<file path="src/rtl/vrect_pkg.sv">
package vrect_pkg;
  // Strobes from control to datapath
  typedef struct packed {
    logic loadEven;
    logic loadOdd;
    logic loadAvg;
  } vrect_ctrl_t;
endpackage

</file>
<file path="src/rtl/vrect_ctrl.sv">
module vrect_ctrl
  import vrect_pkg::*;
(
  input  logic        clk,
  input  logic        rstN,
  input  logic        sampleValid,
  input  logic        samplePhase,
  output vrect_ctrl_t ctrl,
  output logic        evenStrobe,
  output logic        oddStrobe,
  output logic        avgStrobe,
  output logic        avgValid
);
  logic seenEvenQ, seenOddQ, updPendQ;

  always_comb begin
    ctrl.loadEven = sampleValid && !samplePhase;
    ctrl.loadOdd  = sampleValid &&  samplePhase;
    ctrl.loadAvg  = updPendQ && seenEvenQ && seenOddQ;
  end

  always_ff @(posedge clk) begin
    if (!rstN) begin
      seenEvenQ  <= 1'b0;
      seenOddQ   <= 1'b0;
      updPendQ   <= 1'b0;
      evenStrobe <= 1'b0;
      oddStrobe  <= 1'b0;
      avgStrobe  <= 1'b0;
      avgValid   <= 1'b0;
    end else begin
      if (ctrl.loadEven) seenEvenQ <= 1'b1;
      if (ctrl.loadOdd)  seenOddQ  <= 1'b1;
      updPendQ   <= sampleValid;
      evenStrobe <= ctrl.loadEven;
      oddStrobe  <= ctrl.loadOdd;
      avgStrobe  <= ctrl.loadAvg;
      if (ctrl.loadAvg) avgValid <= 1'b1;
    end
  end

  // one sample updates only one phase
  a_r4_one_phase: assert property (@(posedge clk) disable iff (!rstN)
    !(evenStrobe && oddStrobe));
  // an average update implies it is valid
  a_r7_strobe_valid: assert property (@(posedge clk) disable iff (!rstN)
    avgStrobe |-> avgValid);
  // valid never drops once set
  a_r7_valid_sticky: assert property (@(posedge clk) disable iff (!rstN)
    avgValid |=> avgValid);
  // a sample that completes the pair set yields an average two cycles on
  a_r6_avg_due: assert property (@(posedge clk) disable iff (!rstN)
    (sampleValid && (seenEvenQ || !samplePhase) && (seenOddQ || samplePhase))
      |=> ##1 avgStrobe);
endmodule

</file>
<file path="src/rtl/vrect_datapath.sv">
module vrect_datapath
  import vrect_pkg::*;
#(
  parameter int SAMPLE_W = 12
) (
  input  logic                clk,
  input  logic                rstN,
  input  vrect_ctrl_t         ctrl,
  input  logic [SAMPLE_W-1:0] sampleIn,
  output logic [SAMPLE_W-1:0] evenReg,
  output logic [SAMPLE_W-1:0] oddReg,
  output logic [SAMPLE_W-1:0] avgReg
);
  localparam int SUM_W = SAMPLE_W + 1;

  logic [SUM_W-1:0] pairSum;

  always_comb pairSum = {1'b0, evenReg} + {1'b0, oddReg};

  always_ff @(posedge clk) begin
    if (!rstN) begin
      evenReg <= '0;
      oddReg  <= '0;
      avgReg  <= '0;
    end else begin
      if (ctrl.loadEven) evenReg <= sampleIn;
      if (ctrl.loadOdd)  oddReg  <= sampleIn;
      if (ctrl.loadAvg)  avgReg  <= pairSum[SUM_W-1:1];
    end
  end

  // even capture
  a_r2_even_load: assert property (@(posedge clk) disable iff (!rstN)
    ctrl.loadEven |=> evenReg == $past(sampleIn));
  // odd capture
  a_r3_odd_load: assert property (@(posedge clk) disable iff (!rstN)
    ctrl.loadOdd |=> oddReg == $past(sampleIn));
  // no load keeps both registers
  a_r9_hold: assert property (@(posedge clk) disable iff (!rstN)
    !(ctrl.loadEven || ctrl.loadOdd) |=> ($stable(evenReg) && $stable(oddReg)));
  // the mean lies between the two inputs
  a_r5_bounded: assert property (@(posedge clk) disable iff (!rstN)
    ctrl.loadAvg |=>
      ((avgReg >= $past(evenReg) || avgReg >= $past(oddReg)) &&
       (avgReg <= $past(evenReg) || avgReg <= $past(oddReg))));
endmodule

</file>
<file path="src/rtl/vrect_pair_avg.sv">
module vrect_pair_avg
  import vrect_pkg::*;
#(
  parameter int SAMPLE_W = 12
) (
  input  logic                clk,
  input  logic                rstN,
  input  logic [SAMPLE_W-1:0] sampleIn,
  input  logic                sampleValid,
  input  logic                samplePhase,
  output logic [SAMPLE_W-1:0] evenOut,
  output logic [SAMPLE_W-1:0] oddOut,
  output logic [SAMPLE_W-1:0] avgOut,
  output logic                avgValid,
  output logic                evenStrobe,
  output logic                oddStrobe,
  output logic                avgStrobe
);
  vrect_ctrl_t ctrl;

  vrect_ctrl u_ctrl (
    .clk(clk), .rstN(rstN), .sampleValid(sampleValid), .samplePhase(samplePhase),
    .ctrl(ctrl), .evenStrobe(evenStrobe), .oddStrobe(oddStrobe),
    .avgStrobe(avgStrobe), .avgValid(avgValid)
  );

  vrect_datapath #(.SAMPLE_W(SAMPLE_W)) u_dp (
    .clk(clk), .rstN(rstN), .ctrl(ctrl), .sampleIn(sampleIn),
    .evenReg(evenOut), .oddReg(oddOut), .avgReg(avgOut)
  );
endmodule

</file>
<file path="config.mk">
export PLATFORM = sky130hd
export DESIGN_NAME = vrect_pair_avg
export DESIGN_NICKNAME = d
export VERILOG_FILES = /design/src/rtl/vrect_pkg.sv /design/src/rtl/vrect_ctrl.sv /design/src/rtl/vrect_datapath.sv /design/src/rtl/vrect_pair_avg.sv
export SDC_FILE = /design/constraint.sdc
export NUM_CORES = 1
export LEC_CHECK = 0
export BUFFER_PORTS_ARGS = -buffer_cell sky130_fd_sc_hd__buf_4
export CORE_AREA = 2 2 89 91
export DETAILED_ROUTE_END_ITERATION = 10
export DIE_AREA = 0 0 91 93
export GPL_TIMING_DRIVEN = 1
export HOLD_SLACK_MARGIN = 0.06
export PLACE_DENSITY = 0.5
export SLEW_MARGIN = 20
export SYNTH_ARGS = -nofsm -noshare
export SYNTH_HDL_FRONTEND = slang
export SYNTH_SLANG_ARGS = --single-unit
</file>
<file path="constraint.sdc">
create_clock -name clk -period 2.2 [get_ports clk]
set_input_delay 0.11 -clock clk [delete_from_list [all_inputs] [get_ports clk]]
set_output_delay 0.11 -clock clk [all_outputs]
set_load 0.05 [all_outputs]
</file>
# ---- Word-level counts from Yosys, hierarchy flattened
# Cells that the tools add are included.
dict set report totals {
  register_bits 43
  latchBits 0
  ram_bits 0
  mem_bits_ro 0
  input_bits 16
  out_inout_bits 40
  elab_cells 16
  mem_count 0
}
dict set report classes {
  add_sub_neg 1
  n_mul 0
  div 0
  n_lt_le_gt_ge 0
  eq_ne 0
  n_shift 0
  muxes 0
  bitwise_logic 0
  reduce_logical 5
}
# cell count
set op_table {}
lappend op_table {{12-bit by 12-bit adder with 13-bit output} 1}
lappend op_table {{1-bit logical AND} 4}
lappend op_table {{1-bit logical NOT} 1}

# ---- Logic depth before layout (Yosys ltp)
# Gate-level depths: netlist of the first run.
dict set report logic_depth {
  word_depth 2
  mapped_depth 7
  mapped_depth_nobuf 7
}

# ---- By module
# A second synthesis of the first run with hierarchy kept.
dict set report unflattened {
  hier_cells 225
  hier_area_um2 2074.5
}
# mod n_inst cells_each area_per_inst_um2 seq_area_each_um2
set modules_own_cells {}
lappend modules_own_cells {vrect_datapath 1 208 1851.8 720.7}
lappend modules_own_cells {vrect_ctrl 1 17 222.7 140.1}

# ---- Worst setup path after synthesis of the first run
# No wires, ideal clock.
dict set report synth_timing {
  path_kind {register to register}
  start {register u_dp.oddReg[0]}
  end {register u_dp.avgReg[11]}
  setup_ns 0.128
  arrival_ns 2.030
  required_ns 2.072
  slack_ns 0.042
  stages_incl_launch_ff 8
  path_buffers 0
  synth_period_minus_slack_ns 2.158
  path_cell_list {dfxtp_1 -> and2_1 -> fa_1 -> a21o_1 -> a22oi_2 -> a22oi_2 -> a2111oi_2 -> nor4b_2}
}
dict set report synth_between {
  elab_chain_len 1
}
# element line_no
set synth_lines {}
lappend synth_lines {{from (decl)} vrect_datapath.sv:11} ;# output logic [SAMPLE_W-1:0] oddReg,
lappend synth_lines {{from (signal assigned)} vrect_datapath.sv:27} ;# if (ctrl.loadOdd) oddReg <= sampleIn;
lappend synth_lines {{12-bit by 12-bit adder with 13-bit output} vrect_datapath.sv:18} ;# always_comb pairSum = {1'b0, evenReg} + {1'b0, oddReg};
lappend synth_lines {{to (signal assigned)} vrect_datapath.sv:28} ;# if (ctrl.loadAvg) avgReg <= pairSum[SUM_W-1:1];
lappend synth_lines {{to (decl)} vrect_datapath.sv:12} ;# output logic [SAMPLE_W-1:0] avgReg
# Every way passes these cells.
# A chain may end at the register's enable or synchronous reset.

# ---- Worst setup path after layout of the first run
# Ends and elaborated chain as after synthesis.

==> metrics.cfg, run 1 <==
[run_status]
status=complete, no violations

[floorplan]
die_area_mm2=0.00846
die_y_um=93
core_mm2=0.00753
rows=32
die_width_um=91
start_util_pct=27.0
pin_count=56

[drt]
wl_per_cell_um=13.5
post_drt_via_cell_ratio=4.49
antenna_left=0
drc=0
vias=1757
drt_iter0_markers=92
drt_first_pass_iters=4
routed_wl_um=5260

[power]
internal-power_mw=1.12
power.switching_mw=0.469
p_comb_share_pct=17.0
vdd_drop_max_mv=0.221
powerDensity_mw_per_mm2=598
switching_share_pct=29.6
p_clk_share_pct=30.9
power.static_leakage_nw=1.17
power_mw=1.59
seqPwrFrac_pct=52.1

[final_layout]
postLayoutCellArea_mm2=0.00266
diodes=0
drive_gt1_share_pct=25.3
nets=316
area_delta_synth_final_pct=30.6
mostFrequentLayoutCells=63 x nand2_1, 57 x buf_4, 43 x dfxtp_1, 25 x a21boi_0, 11 x ha_1
layout_commonest_cell=nand2_1
final_cells=391

[logic_synthesis]
ys_warn_count=0
synth_edf_count=0
synth.area.top_cells=dfxtp_1 42%, nand2_1 12%, a21boi_0 9.2%
synth.avg_cell_area_um2=8.76
yosysTopAreaCellShare_pct=42.3
seq_area_frac_synth_pct=42.3
synthCells=232
synthesis.nets=260
async_reset_ff_share_pct=0
syn_area_mm2=0.00203
ys_ff_latch=43
synth_top_area_cell=dfxtp_1
synth_ff_type=dfxtp_1
yosys.cell_types.count=42

[global_route]
grt_util_all_layers_pct=13.0
first_global_vias=1782
antenna_found_initial=0
grt_pass1_wl_um=8750
grt_max_degree=41
grt_overflow=0

[sta]
period_share_pct=92.0
finalHoldViolCount=0
setup_viol=0
drv_slew=0
slew_headroom_pct=61.5
finalCriticalPeriod_ns=2.02
worstMarginPinSlew_ns=0.577
hold_ws_ns=0.0705
fin_skew_ns=0.00823
rsz0062_at_grt=false
fmax_mhz=494
fin_tns_setup_ns=0

[placed_design]
dp.cells=381
io_buffer_count=55
gp_congestion=0.832
hpwl_um=3890
placed_cell_area_mm2=0.00255

[critical_path]
critPathLaunchType=flop
crit_family=compound AO/OA/AOI/OAI gates
path_cells=and2_1 -> fa_1 -> a21o_1 -> a22oi_2 -> a22oi_2 -> a2111oi_2 -> nor4b_2
startpoint=u_dp.oddReg[0]$_SDFFE_PN0P_
required_ns=2.38
worst_ep_arrival_time_ns=2.20
reg2reg_from=u_dp.oddReg[0]$_SDFFE_PN0P_
crit_type=flop to flop
cpMostUsedCell=a22oi_2
crit_buf_inv=0
endpoint_kind=flop
critPathMaxFanout=4
critPathMaxStageDelay_ns=0.41
slowest_stage=a2111oi_2

[clock_tree]
cts.path.max_buffers=2
cts_resized=0
root_buffer=clkbuf_8
clkLatencyLatePin_ns=0.30
clk_pin_slew_worst_paths_ns=0.09
cts_tree=built
htreeDepth=2
cts.sinks=43
cts_hold_buffers=2
cts_buffers=5
post-cts-setup-buffer-count=0

[hold_path]
hold_start=sampleIn[10]
min_path_type=input port to flop

[run]
drv_cap=0

final cells by class:
| cell class | instances | area, um^2 |
|---|---|---|
| Timing Repair Buffer | 59 | 448 |
| Tap cell | 102 | 128 |
| Clock inverter | 3 | 15.0 |
| Inverter | 3 | 11.3 |
| Fill cell | 835 | 4870 |
| Sequential cell | 43 | 861 |
| Clock buffer | 5 | 68.8 |
| Multi-Input combinational cell | 176 | 1120 |
synthesized netlist by cell type, types with 2 or more instances:
library cell and number:
a22oi_2 2, clkbuf_1 10, nor3_1 3, o211ai_1 2, and3_1 4, o21ai_0 5, nand3_1 4, xnor2_1 2
a22o_1 2, nand2_1 63, inv_1 3, a21o_1 4, o21a_1 3, nor2_1 6, a21oi_1 7, xor2_1 4
and2_1 6, dfxtp_1 43, o21ai_1 2, ha_1 11, a21boi_0 25
worst paths after layout:
check / endpoint / slack, ns / depth (start not counted)
max: u_dp.avgReg[11]$_SDFFE_PN0P_ / 0.18 / 7
min reg2reg: u_dp.avgReg[6]$_SDFFE_PN0P_ / 0.45 / 2
min: u_dp.evenReg[10]$_SDFFE_PN0P_ / 0.07 / 3
max reg2reg: u_dp.avgReg[11]$_SDFFE_PN0P_ / 0.18 / 7
worst min-delay path, delay by kind of cell:
kind | cells | cell delay, ns
buf+inv | 1 | 0.11
simple gates | 1 | 0.04
compound gates | 1 | 0.06
per-stage QoR:
step | utilization [%] | setup WS [ns]
after floorplan | - | 0.0419
after global placement | 33.9 | 0.220
after detailed placement | 33.9 | 0.177
after CTS | 35.3 | 0.158
after global routing | 35.3 | 0.0556
final | 35.3 | 0.177
per-layer routing:
layer	global-route usage, %	up-vias	wire, um
met4	3.79	0	57
met2	22.0	38	2420
li1	-	919	-
met5	0	-	0
met1	16.2	794	2550
met3	3.30	6	232
registers in the layout, summed over array words and instances (netlist names):
name               flops
u_ctrl.avgValid        1
u_ctrl.updPendQ        1
u_ctrl.seenEvenQ       1
u_ctrl.seenOddQ        1
u_dp.oddReg           12
u_ctrl.evenStrobe      1
u_ctrl.avgStrobe       1
u_dp.avgReg           12
u_ctrl.oddStrobe       1
u_dp.evenReg          12
cell families after synthesis:
family,synth area share (%)
AND/OR/NAND/NOR,21.2
AO/OA/AOI/OAI,23.8
flip-flops,42.3
buffers and inverters,2.40
adder cells (fa/ha/maj),7.75
XOR/XNOR,2.58
power groups by stage:
| stage | registers [mW] | logic [mW] | clock network, mW |
|---|---|---|---|
| global placement | 0.845 | 0.269 | 0 |
| finish | 0.826 | 0.270 | 0.491 |
| global route | 0.831 | 0.294 | 0.541 |
| detailed placement | 0.845 | 0.270 | 0 |
| floorplan | 0.920 | 0.0985 | 0 |
| CTS | 0.827 | 0.274 | 0.512 |
Note: power is estimated with default switching activity, not from simulation.
==> run 2: changes to the inputs <==
--- a/config.mk
+++ b/config.mk
@@ -6,13 +6,14 @@
 export NUM_CORES = 1
 export LEC_CHECK = 0
 export BUFFER_PORTS_ARGS = -buffer_cell sky130_fd_sc_hd__buf_4
-export CORE_AREA = 2 2 89 91
+export CORE_AREA = 2 2 90 92
 export DETAILED_ROUTE_END_ITERATION = 10
-export DIE_AREA = 0 0 91 93
+export DIE_AREA = 0 0 92 94
 export GPL_TIMING_DRIVEN = 1
 export HOLD_SLACK_MARGIN = 0.06
 export PLACE_DENSITY = 0.5
 export SLEW_MARGIN = 20
 export SYNTH_ARGS = -nofsm -noshare
 export SYNTH_HDL_FRONTEND = slang
+export SYNTH_HIERARCHICAL = 1
 export SYNTH_SLANG_ARGS = --single-unit
==> run 2 against run 1 <==
Effect of this change: register-to-register slack hardly changed; first-iteration DRC count is 17% higher; sequential share of layout area is 2.0 points lower; sequential power hardly changed; critical endpoint is now u_dp/avgReg[5]$_SDFFE_PN0P_; largest power group unchanged; count of clock-buffer cells in the layout is 1 higher.
==> metrics.cfg, run 2 <==
[run_status]
status=complete, no violations

[clock_tree]
htreeDepth=2  ; unchanged
cts_buffers=5  ; unchanged
cts_tree=built
cts.path.max_buffers=2  ; unchanged
clk_pin_slew_worst_paths_ns=0.08  ; about the same
clkLatencyLatePin_ns=0.30  ; about the same
cts.sinks=43  ; unchanged
post-cts-setup-buffer-count=0  ; unchanged
root_buffer=clkbuf_8

[final_layout]
postLayoutCellArea_mm2=0.00283  ; +6.6%
drive_gt1_share_pct=23.9  ; -1.4 points
mostFrequentLayoutCells=57 x buf_4, 43 x dfxtp_1, 34 x nor2_1, 26 x mux2i_1, 14 x a21oi_1
diodes=0  ; unchanged
layout_commonest_cell=buf_4
nets=320  ; +1.3%
largestRegisters=u_dp/avgReg: 12 flops, u_dp/evenReg: 12 flops, u_dp/oddReg: 12 flops
area_delta_synth_final_pct=36.5

[critical_path]
slowest_stage=fa_1
worst_ep_arrival_time_ns=2.27  ; +0.07 ns
crit_type=flop to flop
critPathLaunchType=flop
reg2reg_from=u_dp/evenReg[0]$_SDFFE_PN0P_
critPathMaxStageDelay_ns=0.42  ; about the same
rr_worst_depth=6  ; -1
path_cells=and2_1 -> fa_1 -> a21o_1 -> a311o_1 -> a2111o_1 -> nand3_1
r2r_setup_slack_ns=0.18  ; about the same
worstReg2RegEnd=u_dp/avgReg[5]$_SDFFE_PN0P_
endpoint_kind=flop
required_ns=2.45  ; +0.07 ns
critPathMaxFanout=4  ; unchanged

[sta]
rsz0062_at_grt=false
slew_headroom_pct=63.4  ; +1.8 points
fin_tns_setup_ns=0  ; unchanged
hold_ws_ns=0.0747  ; +0.00420 ns
finalHoldViolCount=0  ; unchanged
drv_slew=0  ; unchanged
period_share_pct=92.0  ; about the same
finalCriticalPeriod_ns=2.02  ; +0.000352 ns
fin_skew_ns=0.00612  ; -0.00211 ns
setup_viol=0  ; unchanged
fmax_mhz=494  ; about the same
worstMarginPinSlew_ns=0.550  ; -0.0277 ns

[floorplan]
pin_count=56  ; unchanged
rows=32  ; unchanged
die_y_um=94  ; +1.1%
die_width_um=92  ; +1.1%
core_mm2=0.00761  ; +1.1%
start_util_pct=27.3  ; +0.26 points
die_area_mm2=0.00865  ; +2.2%

[power]
power.static_leakage_nw=1.26  ; +8.3%
powerDensity_mw_per_mm2=630  ; +5.4%
vdd_drop_max_mv=0.226  ; +2.6%
power_mw=1.78  ; +12%

[drt]
routed_wl_um=5480  ; +4.1%
wl_per_cell_um=13.9  ; +3.0%
drt_iter0_markers=108  ; +17%
drc=0  ; unchanged
post_drt_via_cell_ratio=4.76  ; +5.9%
vias=1879  ; +6.9%
antenna_left=0  ; unchanged
drt_first_pass_iters=4  ; unchanged

[placed_design]
hpwl_um=3920  ; +0.94%
placed_cell_area_mm2=0.00259  ; +1.7%
gp_congestion=0.759  ; -8.8%
io_buffer_count=55  ; unchanged

[logic_synthesis]
ys_warn_count=6  ; +6
ys_ff_latch=43  ; unchanged
syn_area_mm2=0.00207  ; +2.0%
synthTopCellsByCount=43 x dfxtp_1, 34 x nor2_1, 26 x mux2i_1
synth.avg_cell_area_um2=9.22  ; +5.2%
yosysTopAreaCellShare_pct=41.5  ; -0.84 points
synthCells=225  ; -3.0%
synth_edf_count=0  ; unchanged
synth_most_common_cell=dfxtp_1
async_reset_ff_share_pct=0  ; unchanged
synthesis.nets=253  ; -2.7%
yosys.cell_types.count=37  ; -12%
seq_area_frac_synth_pct=41.5  ; -0.84 points
synth_ff_type=dfxtp_1
synth.area.top_cells=dfxtp_1 41%, mux2i_1 13%, ha_1 6.6%
synth_top_area_cell=dfxtp_1

[hold_path]
min_path_type=input port to flop
holdPathEnd=u_dp/oddReg[0]$_SDFFE_PN0P_
holdPathStages=3  ; unchanged
hold_start=sampleIn[0]

[global_route]
grt_util_all_layers_pct=13.5  ; +0.56 points
grt_overflow=0  ; unchanged
grt_pass1_wl_um=9220  ; +5.4%
first_global_vias=1737  ; -2.5%
antenna_found_initial=0  ; unchanged
grt_max_degree=23  ; -44%

[run]
drv_cap=0  ; unchanged

[run 2: cell count changes after synthesis, moves of 4 or more]
cell      before  now
clkbuf_1      10    4
mux2i_1        0   26
a21boi_0      25    0
xor2_1         4    0
nor2_1         6   34
nand4_1        1    5
a31oi_1        0    4
a21oi_1        7   14
nand2_1       63   12
[run 2: logic make-up after synthesis]
group / share of synthesized area (%)
xor gates and xnor gates: 0.422
adders and majority gates: 7.60
DFF: 41.5
buffers and inverters: 2.47
AOI/OAI and AO/OA: 16.8
and+or+nand+nor: 18.6
muxes: 12.5
[run 2: timing repair]
action	CTS	global route
gates resized for setup	0	0
hold buffers	11	1
hold endpoints to repair	17	1
[run 2: metrics by stage]
stage                     util [%]  cells  setup WS [ns]
after floorplan                  -    225        0.00542
after global placement        34.1    375          0.216
after detailed placement      34.1    375          0.196
after CTS                     37.1    394          0.169
after global routing          37.2    395          0.105
final                         37.2    395          0.176
[run 2: area by class of cell]
| type | count | area [um^2] |
|---|---|---|
| fill | 832 | 4780 |
| multi-input combinational | 169 | 1160 |
| timing repair buffer | 69 | 548 |
| clock buffer | 6 | 82.6 |
| inverter | 4 | 15.0 |
| clock inverter | 2 | 35.0 |
| tap | 102 | 128 |
| sequential | 43 | 861 |
[run 2: where the power goes]
part           switching (mW)  internal, mW  total [mW]
Sequential             0.0213         0.805       0.827
Combinational           0.190         0.116       0.305
Clock                   0.284         0.368       0.652
[run 2: layer usage]
| layer | part of all wire [%] | global-route usage, % | vias up |
|---|---|---|---|
| met3 | 4.7 | 2.81 | 6 |
| met1 | 48 | 19.0 | 874 |
| met2 | 46 | 20.6 | 43 |
| met5 | 0 | 0 | - |
| met4 | 1.6 | 4.48 | 0 |
| li1 | - | - | 956 |
[run 2: how the worst max path moves through the flow]
stage                                      start                           to  slack, ns  cells after the start
CTS                 u_dp/evenReg[0]$_SDFFE_PN0P_  u_dp/avgReg[5]$_SDFFE_PN0P_       0.17                      6
floorplan           u_dp/evenReg[0]$_SDFFE_PN0P_  u_dp/avgReg[5]$_SDFFE_PN0P_      0.005                      6
global route        u_dp/evenReg[0]$_SDFFE_PN0P_  u_dp/avgReg[5]$_SDFFE_PN0P_       0.11                      6
global placement    u_dp/evenReg[0]$_SDFFE_PN0P_  u_dp/avgReg[5]$_SDFFE_PN0P_       0.22                      6
detailed placement  u_dp/evenReg[0]$_SDFFE_PN0P_  u_dp/avgReg[5]$_SDFFE_PN0P_       0.20                      6
finish              u_dp/evenReg[0]$_SDFFE_PN0P_  u_dp/avgReg[5]$_SDFFE_PN0P_       0.18                      6
[run 2: worst max-delay path, delay by kind of cell (launching register included)]
kind            cells  cell delay, ns
compound gates      3            0.98
fa+ha+maj           1            0.42
flops               1            0.34
simple gates        2            0.23
==> run 3: changes to the inputs <==
--- a/config.mk
+++ b/config.mk
@@ -12,6 +12,7 @@
 export GPL_TIMING_DRIVEN = 1
 export HOLD_SLACK_MARGIN = 0.06
 export PLACE_DENSITY = 0.5
+export RECOVER_POWER = 25
 export SLEW_MARGIN = 20
 export SYNTH_ARGS = -nofsm -noshare
 export SYNTH_HDL_FRONTEND = slang
==> run 3 against run 2 <==
Effect of this change: flip-flop and latch count unchanged; first-iteration DRC count down 9.3%; highest routed layer unchanged; critical endpoint unchanged; largest cell class unchanged; non-clock buffer count unchanged.
==> metrics.cfg, run 3 (synthesis results as in run 2) <==
[final_layout]
drive_gt1_share_pct=17.7  ; -6.1 points
nets=320  ; unchanged
layout_commonest_cell=dfxtp_1
largestRegisters=u_dp/avgReg: 12 flops, u_dp/evenReg: 12 flops, u_dp/oddReg: 12 flops
final_cells=395  ; unchanged
diodes=0  ; unchanged
area_delta_synth_final_pct=33.2
mostFrequentLayoutCells=43 x dfxtp_1, 41 x buf_4, 34 x nor2_1, 26 x mux2i_1, 16 x clkbuf_1

[drt]
drt_first_pass_iters=4  ; unchanged
vias=1869  ; -0.53%
drt_iter0_markers=98  ; -9.3%
post_drt_via_cell_ratio=4.73  ; -0.53%
drc=0  ; unchanged
antenna_left=0  ; unchanged
routed_wl_um=5530  ; +0.89%
wl_per_cell_um=14.0  ; +0.89%

[power]
vdd_drop_max_mv=0.229  ; +1.1%
power.static_leakage_nw=1.20  ; -5.4%
p_clk_share_pct=36.7  ; +0.2 points
internal-power_mw=1.28  ; -0.41%
powerDensity_mw_per_mm2=643  ; +2.1%
power.switching_mw=0.495  ; about the same
switching_share_pct=27.8  ; +0.062 points
seqPwrFrac_pct=46.5  ; +0.2 points
p_comb_share_pct=16.9  ; -0.2 points

[global_route]
grt_util_all_layers_pct=13.5  ; unchanged
antenna_found_initial=0  ; unchanged
grt_max_degree=23  ; unchanged
grt_pass1_wl_um=9220  ; unchanged
grt_overflow=0  ; unchanged
first_global_vias=1737  ; unchanged

[critical_path]
crit_type=flop to flop
worstReg2RegEnd=u_dp/avgReg[5]$_SDFFE_PN0P_
endpoint_kind=flop
critPathLaunchType=flop
rr_worst_depth=6  ; unchanged
critPathMaxFanout=4  ; unchanged
reg2reg_from=u_dp/evenReg[0]$_SDFFE_PN0P_
worst_ep_arrival_time_ns=2.27  ; about the same
required_ns=2.45  ; about the same
r2r_setup_slack_ns=0.17  ; about the same

[sta]
finalHoldViolCount=0  ; unchanged
slew_headroom_pct=14.7  ; -49 points
fin_skew_ns=0.00704  ; +0.000926 ns
rsz0062_at_grt=false
drv_slew=0  ; unchanged
fmax_mhz=494  ; -0.10%
finalCriticalPeriod_ns=2.03  ; +0.00206 ns
fin_tns_setup_ns=0  ; unchanged
hold_ws_ns=0.0758  ; +0.00109 ns
period_share_pct=92.1  ; +0.094 points
setup_viol=0  ; unchanged
worstMarginPinSlew_ns=1.28  ; +0.729 ns

[clock_tree]
htreeDepth=2  ; unchanged
root_buffer=clkbuf_8
cts.sinks=43  ; unchanged
cts.path.max_buffers=2  ; unchanged
post-cts-setup-buffer-count=0  ; unchanged
cts_buffers=5  ; unchanged
clk_pin_slew_worst_paths_ns=0.08  ; about the same
clkLatencyLatePin_ns=0.30  ; about the same
cts_tree=built
cts_resized=0  ; unchanged

[floorplan]
die_y_um=94  ; unchanged
core_mm2=0.00761  ; unchanged
start_util_pct=27.3  ; unchanged
pin_count=56  ; unchanged
die_area_mm2=0.00865  ; unchanged
rows=32  ; unchanged
die_width_um=92  ; unchanged

[hold_path]
holdPathStages=3  ; unchanged
min_path_type=input port to flop
hold_start=sampleIn[0]
holdPathEnd=u_dp/oddReg[0]$_SDFFE_PN0P_

[placed_design]
gp_congestion=0.759  ; unchanged
dp.cells=375  ; unchanged
hpwl_um=3920  ; unchanged
io_buffer_count=55  ; unchanged

[run_status]
status=complete, no violations

[run]
drv_cap=0  ; unchanged

==> run 3: cell count changes in the layout (fill, tap and decap cells not counted) <==
cell      delta
and2_0       +1
clkbuf_1    +16
buf_4       -16
and2_4       -1
and3_4       -1
and3_1       +1
==> run 3: layout make-up <==
| cell class | instances | area (um^2) |
|---|---|---|
| timing repair buffer | 69 | 488 |
| clock inverter | 2 | 35.0 |
| fill | 843 | 4840 |
| multi-input combinational | 169 | 1150 |
| inverter | 4 | 15.0 |
| clock buffer | 6 | 82.6 |
| sequential | 43 | 861 |
| tap | 102 | 128 |
==> run 3: metal layers <==
layer,GRT usage [%],wire [um],vias to the layer above
met5,0,0,-
met1,19.0,2630,855
met3,2.81,292,6
li1,-,-,956
met2,20.6,2520,52
met4,4.48,87,0
==> run 3: stage by stage <==
| stage | setup slack (ns) | cell area [um^2] | utilization (%) | total power, mW |
|---|---|---|---|---|
| global placement | 0.216 | 2590 | 34.1 | 1.13 |
| CTS | 0.169 | 2820 | 37.1 | 1.81 |
| floorplan | 0.00542 | 2070 | - | 1.03 |
| finish | 0.174 | 2760 | 36.3 | 1.78 |
| detailed placement | 0.196 | 2590 | 34.1 | 1.14 |
| global route | 0.0724 | 2760 | 36.3 | 1.87 |
==> run 3: power by group through the flow <==
stage / Clock (mW) / Combinational [mW] / Sequential, mW
6_report: 0.652 / 0.300 / 0.826
5_1_grt: 0.715 / 0.324 / 0.832
4_1_cts: 0.672 / 0.306 / 0.827
3_5_place_dp: 0 / 0.290 / 0.846
3_3_place_gp: 0 / 0.290 / 0.844
2_1_floorplan: 0 / 0.110 / 0.924
==> run 3: what timing repair did <==
action,CTS,global route
hold endpoints to repair,17,1
hold buffers,11,1
setup endpoints to repair,0,0
==> run 3: worst max path at each step <==
stage	start	to	slack, ns	depth (start not counted)
after CTS	u_dp/evenReg[0]$_SDFFE_PN0P_	u_dp/avgReg[5]$_SDFFE_PN0P_	0.17	6
after global placement	u_dp/evenReg[0]$_SDFFE_PN0P_	u_dp/avgReg[5]$_SDFFE_PN0P_	0.22	6
after floorplan	u_dp/evenReg[0]$_SDFFE_PN0P_	u_dp/avgReg[5]$_SDFFE_PN0P_	0.005	6
after global routing	u_ctrl/seenOddQ$_SDFFE_PN0P_	u_dp/avgReg[9]$_SDFFE_PN0P_	0.07	5
after detailed placement	u_dp/evenReg[0]$_SDFFE_PN0P_	u_dp/avgReg[5]$_SDFFE_PN0P_	0.20	6
final	u_dp/evenReg[0]$_SDFFE_PN0P_	u_dp/avgReg[5]$_SDFFE_PN0P_	0.17	6
==> run 3: worst max-delay path, cell delays in order, from the launching register on <==
cell	delay, ns
dfxtp_1	0.34
and2_1	0.17
fa_1	0.42
a21o_1	0.21
a311o_1	0.37
a2111o_1	0.41
nand3_1	0.06
